<file path="src/rtl/lps_pkg.sv">
// Shared types for the subset-gated scan controller.
// Assumes: nothing beyond IEEE 1800-2017.
package lps_pkg;
    typedef enum logic [2:0] {
        ST_IDLE,
        ST_LOAD,
        ST_SHIFT,
        ST_CAPT,
        ST_DONE
    } seq_state_t;
endpackage

</file>
<file path="src/rtl/lps_enable_hold.sv">
// One-hot subset enable register with a hold stage on every bit.
// Assumes: load_stb and hold_open never coincide; clear wins over both.
module lps_enable_hold #(
    parameter int NUM_SUBSETS = 10,
    parameter int IDX_W       = $clog2(NUM_SUBSETS)
) (
    input  logic                   clk,
    input  logic                   rst_n,
    input  logic                   load_stb,
    input  logic [IDX_W-1:0]       load_idx,
    input  logic                   hold_open,
    input  logic                   clear,
    output logic [NUM_SUBSETS-1:0] hold_q
);
    logic [NUM_SUBSETS-1:0] en_reg;

    // Enable register: written one-hot with the next subset index.
    always_ff @(posedge clk) begin
        if (!rst_n || clear) begin
            en_reg <= '0;
        end else if (load_stb) begin
            for (int i = 0; i < NUM_SUBSETS; i++) begin
                en_reg[i] <= (IDX_W'(i) == load_idx);
            end
        end
    end

    // Per-bit hold stage: follows the register only while open.
    for (genvar b = 0; b < NUM_SUBSETS; b++) begin : g_hold
        always_ff @(posedge clk) begin
            if (!rst_n || clear) begin
                hold_q[b] <= 1'b0;
            end else if (hold_open) begin
                hold_q[b] <= en_reg[b];
            end
        end
    end

    // the held enables cannot move outside the load window
    p_hold_stable_r4: assert property (@(posedge clk) disable iff (!rst_n)
        (!hold_open && !clear) |=> $stable(hold_q));
endmodule

</file>
<file path="src/rtl/lps_seq.sv">
// Vector sequencer: load, shift each subset in turn, capture, done.
// Assumes: NUM_SUBSETS >= 2 and SHIFT_LEN >= 1.
module lps_seq
    import lps_pkg::*;
#(
    parameter int NUM_SUBSETS = 10,
    parameter int SHIFT_LEN   = 16,
    parameter int IDX_W       = $clog2(NUM_SUBSETS),
    parameter int CNT_W       = $clog2(SHIFT_LEN + 1)
) (
    input  logic             clk,
    input  logic             rst_n,
    input  logic             start,
    input  logic             test_mode,
    output seq_state_t       state,
    output logic             load_stb,
    output logic [IDX_W-1:0] load_idx,
    output logic             hold_open,
    output logic             clear
);
    localparam logic [IDX_W-1:0] LAST_SUB = IDX_W'(NUM_SUBSETS - 1);
    localparam logic [CNT_W-1:0] LAST_CNT = CNT_W'(SHIFT_LEN - 1);

    logic [IDX_W-1:0] sub_idx;
    logic [CNT_W-1:0] cnt;
    logic             accept;
    logic             pass_end;

    // Decode start acceptance and end of a shift pass.
    always_comb begin
        accept   = (state == ST_IDLE) && start && test_mode;
        pass_end = (state == ST_SHIFT) && (cnt == LAST_CNT);
    end

    // Strobes toward the enable register and its hold stage.
    always_comb begin
        load_stb  = accept || (pass_end && (sub_idx != LAST_SUB));
        load_idx  = accept ? '0 : sub_idx + IDX_W'(1);
        hold_open = (state == ST_LOAD);
        clear     = (state == ST_DONE);
    end

    // State, subset index and shift counter.
    always_ff @(posedge clk) begin
        if (!rst_n) begin
            state   <= ST_IDLE;
            sub_idx <= '0;
            cnt     <= '0;
        end else begin
            unique case (state)
                ST_IDLE: if (accept) begin
                    state   <= ST_LOAD;
                    sub_idx <= '0;
                end
                ST_LOAD: begin
                    cnt   <= '0;
                    state <= ST_SHIFT;
                end
                ST_SHIFT: begin
                    cnt <= cnt + CNT_W'(1);
                    if (pass_end) begin
                        if (sub_idx == LAST_SUB) begin
                            state <= ST_CAPT;
                        end else begin
                            sub_idx <= sub_idx + IDX_W'(1);
                            state   <= ST_LOAD;
                        end
                    end
                end
                ST_CAPT: state <= ST_DONE;
                ST_DONE: state <= ST_IDLE;
                default: state <= ST_IDLE;
            endcase
        end
    end

    // capture is always followed by the done cycle
    p_capt_done_r6: assert property (@(posedge clk) disable iff (!rst_n)
        (state == ST_CAPT) |=> (state == ST_DONE));
    // done returns to idle
    p_done_idle_r6: assert property (@(posedge clk) disable iff (!rst_n)
        (state == ST_DONE) |=> (state == ST_IDLE));
    // a busy sequencer never re-enters its first pass on start
    p_busy_ignore_r9: assert property (@(posedge clk) disable iff (!rst_n)
        (state != ST_IDLE && state != ST_SHIFT) |=> (state != ST_LOAD || $past(state) == ST_IDLE));
endmodule

</file>
<file path="src/rtl/lps_gate.sv">
// Clock-enable generation per subset plus demultiplexer select.
// Assumes: hold_q is one-hot or zero.
module lps_gate #(
    parameter int NUM_SUBSETS = 10
) (
    input  logic                   clk,
    input  logic                   rst_n,
    input  logic                   test_mode,
    input  logic                   core_en,
    input  logic                   class_sel,
    input  logic                   shifting,
    input  logic                   capturing,
    input  logic [NUM_SUBSETS-1:0] hold_q,
    output logic [NUM_SUBSETS-1:0] chain_ce,
    output logic                   demux_sel
);
    // Per-subset enable: test mux, core gate, subset or capture.
    for (genvar b = 0; b < NUM_SUBSETS; b++) begin : g_ce
        always_comb begin
            chain_ce[b] = test_mode ?
                (core_en && ((shifting && hold_q[b]) || capturing)) : 1'b1;
        end
    end

    // Demultiplexer select from the two global control bits.
    always_comb demux_sel = core_en && class_sel;

    // at most one subset shifts at a time
    p_single_subset_r3: assert property (@(posedge clk) disable iff (!rst_n)
        (test_mode && shifting) |-> $onehot0(chain_ce));
    // a disabled core gets no scan clock
    p_core_off_r7: assert property (@(posedge clk) disable iff (!rst_n)
        (test_mode && !core_en) |-> (chain_ce == '0));
    // select never routes to scan without both bits
    p_demux_r8: assert property (@(posedge clk) disable iff (!rst_n)
        demux_sel |-> (core_en && class_sel));
endmodule

</file>
<file path="src/rtl/lps_scan_ctrl.sv">
// Top: subset-gated low-power scan controller for one core.
// Assumes: clock gating cells downstream consume chain_ce synchronously.
module lps_scan_ctrl
    import lps_pkg::*;
#(
    parameter int NUM_SUBSETS = 10,
    parameter int SHIFT_LEN   = 16
) (
    input  logic                   clk,
    input  logic                   rst_n,
    input  logic                   test_mode,
    input  logic                   class_sel,
    input  logic                   core_en,
    input  logic                   start,
    output logic [NUM_SUBSETS-1:0] chain_ce,
    output logic                   capture,
    output logic                   done,
    output logic                   busy,
    output logic                   demux_sel
);
    localparam int IDX_W = $clog2(NUM_SUBSETS);

    seq_state_t                state;
    logic                      load_stb;
    logic [IDX_W-1:0]          load_idx;
    logic                      hold_open;
    logic                      clear;
    logic [NUM_SUBSETS-1:0]    hold_q;

    lps_seq #(.NUM_SUBSETS(NUM_SUBSETS), .SHIFT_LEN(SHIFT_LEN)) u_seq (
        .clk(clk), .rst_n(rst_n), .start(start), .test_mode(test_mode),
        .state(state), .load_stb(load_stb), .load_idx(load_idx),
        .hold_open(hold_open), .clear(clear)
    );

    lps_enable_hold #(.NUM_SUBSETS(NUM_SUBSETS)) u_hold (
        .clk(clk), .rst_n(rst_n), .load_stb(load_stb), .load_idx(load_idx),
        .hold_open(hold_open), .clear(clear), .hold_q(hold_q)
    );

    lps_gate #(.NUM_SUBSETS(NUM_SUBSETS)) u_gate (
        .clk(clk), .rst_n(rst_n), .test_mode(test_mode), .core_en(core_en),
        .class_sel(class_sel), .shifting(state == ST_SHIFT),
        .capturing(state == ST_CAPT), .hold_q(hold_q),
        .chain_ce(chain_ce), .demux_sel(demux_sel)
    );

    // Status outputs decoded from the sequencer state.
    always_comb begin
        capture = (state == ST_CAPT);
        done    = (state == ST_DONE);
        busy    = (state != ST_IDLE);
    end

    // functional mode never launches a vector
    p_no_start_func_r10: assert property (@(posedge clk) disable iff (!rst_n)
        (!busy && !test_mode) |=> !busy);
endmodule

</file>
<file path="config.mk">
export PLATFORM = sky130hd
export DESIGN_NAME = lps_scan_ctrl
export DESIGN_NICKNAME = d
export VERILOG_FILES = /design/src/rtl/lps_pkg.sv /design/src/rtl/lps_enable_hold.sv /design/src/rtl/lps_seq.sv /design/src/rtl/lps_gate.sv /design/src/rtl/lps_scan_ctrl.sv
export SDC_FILE = /design/constraint.sdc
export NUM_CORES = 1
export LEC_CHECK = 0
export BUFFER_PORTS_ARGS = -buffer_cell sky130_fd_sc_hd__buf_2
export CAP_MARGIN = 20
export CORE_MARGIN = 3
export CORE_UTILIZATION = 45
export DETAILED_ROUTE_END_ITERATION = 12
export GPL_TIMING_DRIVEN = 0
export PLACE_DENSITY_LB_ADDON = 0.05
export SYNTH_ARGS = -nofsm -noshare
export SYNTH_HDL_FRONTEND = slang
export SYNTH_SLANG_ARGS = --single-unit
export TNS_END_PERCENT = 5
</file>
<file path="constraint.sdc">
create_clock -name clk -period 5 [get_ports clk]
set_input_delay 0 -clock clk [delete_from_list [all_inputs] [get_ports clk]]
set_output_delay 0 -clock clk [all_outputs]
set_load 0.02 [all_outputs]
</file>
==> reports/summary.txt <==
worst-path cell chain: ha_1 -> and3_1 -> ha_1 -> nand4bb_4 -> nor3_1 -> nand4_1 -> a21oi_1
post-route setup TNS: 0 ns
P_leak: 0.6847 nW
Final min period: 2.025 ns
Clock Sink Count: 32
actual slew at the worst max-slew pin: 0.4630 ns
yosys warns: 0
ys flop type: dfxtp_1
die height: 65.75 um
multi-input logic area: 907.1 um^2
CP startpoint: u_seq.cnt[0]
Syn Nets: 217
Clock Skew: 0.007689 ns
area delta synth->final: 14.88%
Max Clock Freq: 0.4938 GHz
GP Congestion: 0.9074
final cycle utilization of the critical path: 40.50%
via count: 1528
Slew HR: 68.90%
TritonCTS Buffers: 5
hpwl dp: 2.794 mm
Die Span X: 65.75 um
antenna violations before repair: 0
most frequent cells in the layout: nand2_1, dfxtp_1, a21oi_1, buf_2, nor2_1
commonest non-fill, non-tap cell in the layout: nand2_1
WP data arrival: 2.28 ns
RSZ-0062 raised after global routing: no
vias per cell: 5.438
clk slew on worst S/H paths: 0.10 ns
Crit. End Element: flip-flop
layout cells sized above 1: 17.87%
Reg2Reg Setup Slack: 2.98 ns
critical path class: flip-flop to flip-flop
Power Density: 269.4 nW/um^2
crit path capture: u_hold.en_reg[9]
filler instances: 340
# port buffers: 19
worst flop-to-flop path endpoint: u_hold.en_reg[9]
Rows: 21
max-cap viol count: 0
setup violators final: 0
Final Hold Viols: 0
final net count: 244
slowest cell delay on critical path: 0.40 ns
CP max FO: 5
CP Launch Type: flip-flop
worst skew pair latency: 0.33 ns
Die ar.: 4323 um^2
FF/Latch Area: 640.6 um^2
# Post-CTS Setup Buffers: 0
Hold Crit Class: primary input to flip-flop
worst flop-to-flop path startpoint: u_seq.cnt[0]
result of the run: finished, final reports clean
CP max stage cell: nor3_1
wire per inst: 13.39 um
Total Power: 0.0004972 W
Starting Density: 47.40%
R2R depth: 7
sequential area share after synthesis: 39.88%
Max Slew Vio Count: 0
H-tree Lvls: 2
core box area: 3390 um^2
largest net degree at the start of global routing: 11
GR Overflow Total: 0
CTS max path bufs: 2
mapped cell area: 1607 um^2
FFs w/ async S/R, synth: 0%
Tot GR Track Use: 19.97%
worst vdd ir: 0.1573 mV
placed inst area: 1759 um^2
# IOs: 20
CP dominant cell by count: ha_1
Synth Register Bits: 32
WL final: 3.763 mm
antenna-violating nets left: 0
Mean Syn Cell Area: 7.761 um^2
DRC: 0
first-pass GRT wire length: 6.644 mm
Final Instance Area: 1846 um^2
WP data required: 5.26 ns
EDFF count, synth: 0
vias in the first global route: 1397
Synth cell types: 37
clock root cell: clkbuf_4
antenna diode count: 0
First-pass DRT Iterations: 4
initial DRC count: 149
Syn Inst Count: 207
CTS tree: done
[where the power goes]
part / switching (W) / internal (W)
clock: 0.0000866 / 0.000105
combinational: 0.0000322 / 0.0000149
sequential: 0.00000192 / 0.000257
total: 0.000121 / 0.000376
[metrics by stage]
step           hold slack, ns  utilization [%]  setup WS (ns)  instances
2_1_floorplan          0.1175                -          3.298        207
3_3_place_gp           0.3293            51.90          3.093        272
3_5_place_dp           0.3274            51.90          3.009        272
4_1_cts               0.08956            54.45          2.979        281
5_1_grt                0.1021            54.45          2.766        281
6_report               0.1038            54.45          2.975        281
[Yosys cell counts (4+ instances only)]
cell type / n / share of area [%]
nor3_1: 6 / 1.9
dfxtp_1: 32 / 40
nor2_1: 23 / 5.4
nand3_1: 9 / 2.8
nand2_1: 35 / 8.2
a21oi_1: 27 / 8.4
and3_1: 4 / 1.6
o22ai_1: 5 / 1.9
o21ai_0: 14 / 4.4
buf_2: 5 / 1.6
ha_1: 4 / 3.1
[critical path: cells and delay by family (launching register included)]
family / cells / cell delay (ns)
DFF: 1 / 0.39
and+or+nand+nor: 4 / 0.94
AOI/OAI and AO/OA: 1 / 0.16
adders and majority gates: 2 / 0.48
[metal layers]
metal | vias up | track usage (%) | wire [um]
met5 | - | 0 | 0
met4 | 0 | 6.995 | 44
met3 | 6 | 5.470 | 230
met2 | 43 | 30.41 | 1679
met1 | 697 | 26.93 | 1808
li1 | 782 | - | -
[logic make-up after synthesis]
group | Yosys count | synth area share, %
flops | 32 | 39.88
buf+inv | 13 | 3.660
simple gates | 102 | 33.26
compound gates | 56 | 20.09
fa+ha+maj | 4 | 3.115
[what timing repair did]
item	in CTS	in global routing
gates resized for setup	0	0
endpoints found under the hold margin	1	0
hold buffers	1	0
[area by class of cell]
type                       instances  area share (%)
clock buffer                       6           2.237
tap                               46           3.119
buffer                             9           2.373
multi-input combinational        162           49.15
clock inverter                     2           1.898
inverter                           4          0.8136
timing repair buffer              20           5.695
sequential                        32           34.71
[how the worst min path moves through the flow]
stage              start                to  slack [ns]  cells past startpoint
2_1_floorplan      rst_n  u_seq.sub_idx[0]        0.12                      1
4_1_cts            start    u_seq.state[0]        0.09                      3
3_3_place_gp       rst_n  u_seq.sub_idx[0]        0.33                      2
3_5_place_dp   class_sel         demux_sel        0.33                      3
6_report           start    u_seq.state[0]        0.10                      3
5_1_grt            start    u_seq.state[0]        0.10                      3
Power figures use the tool's default switching activity.
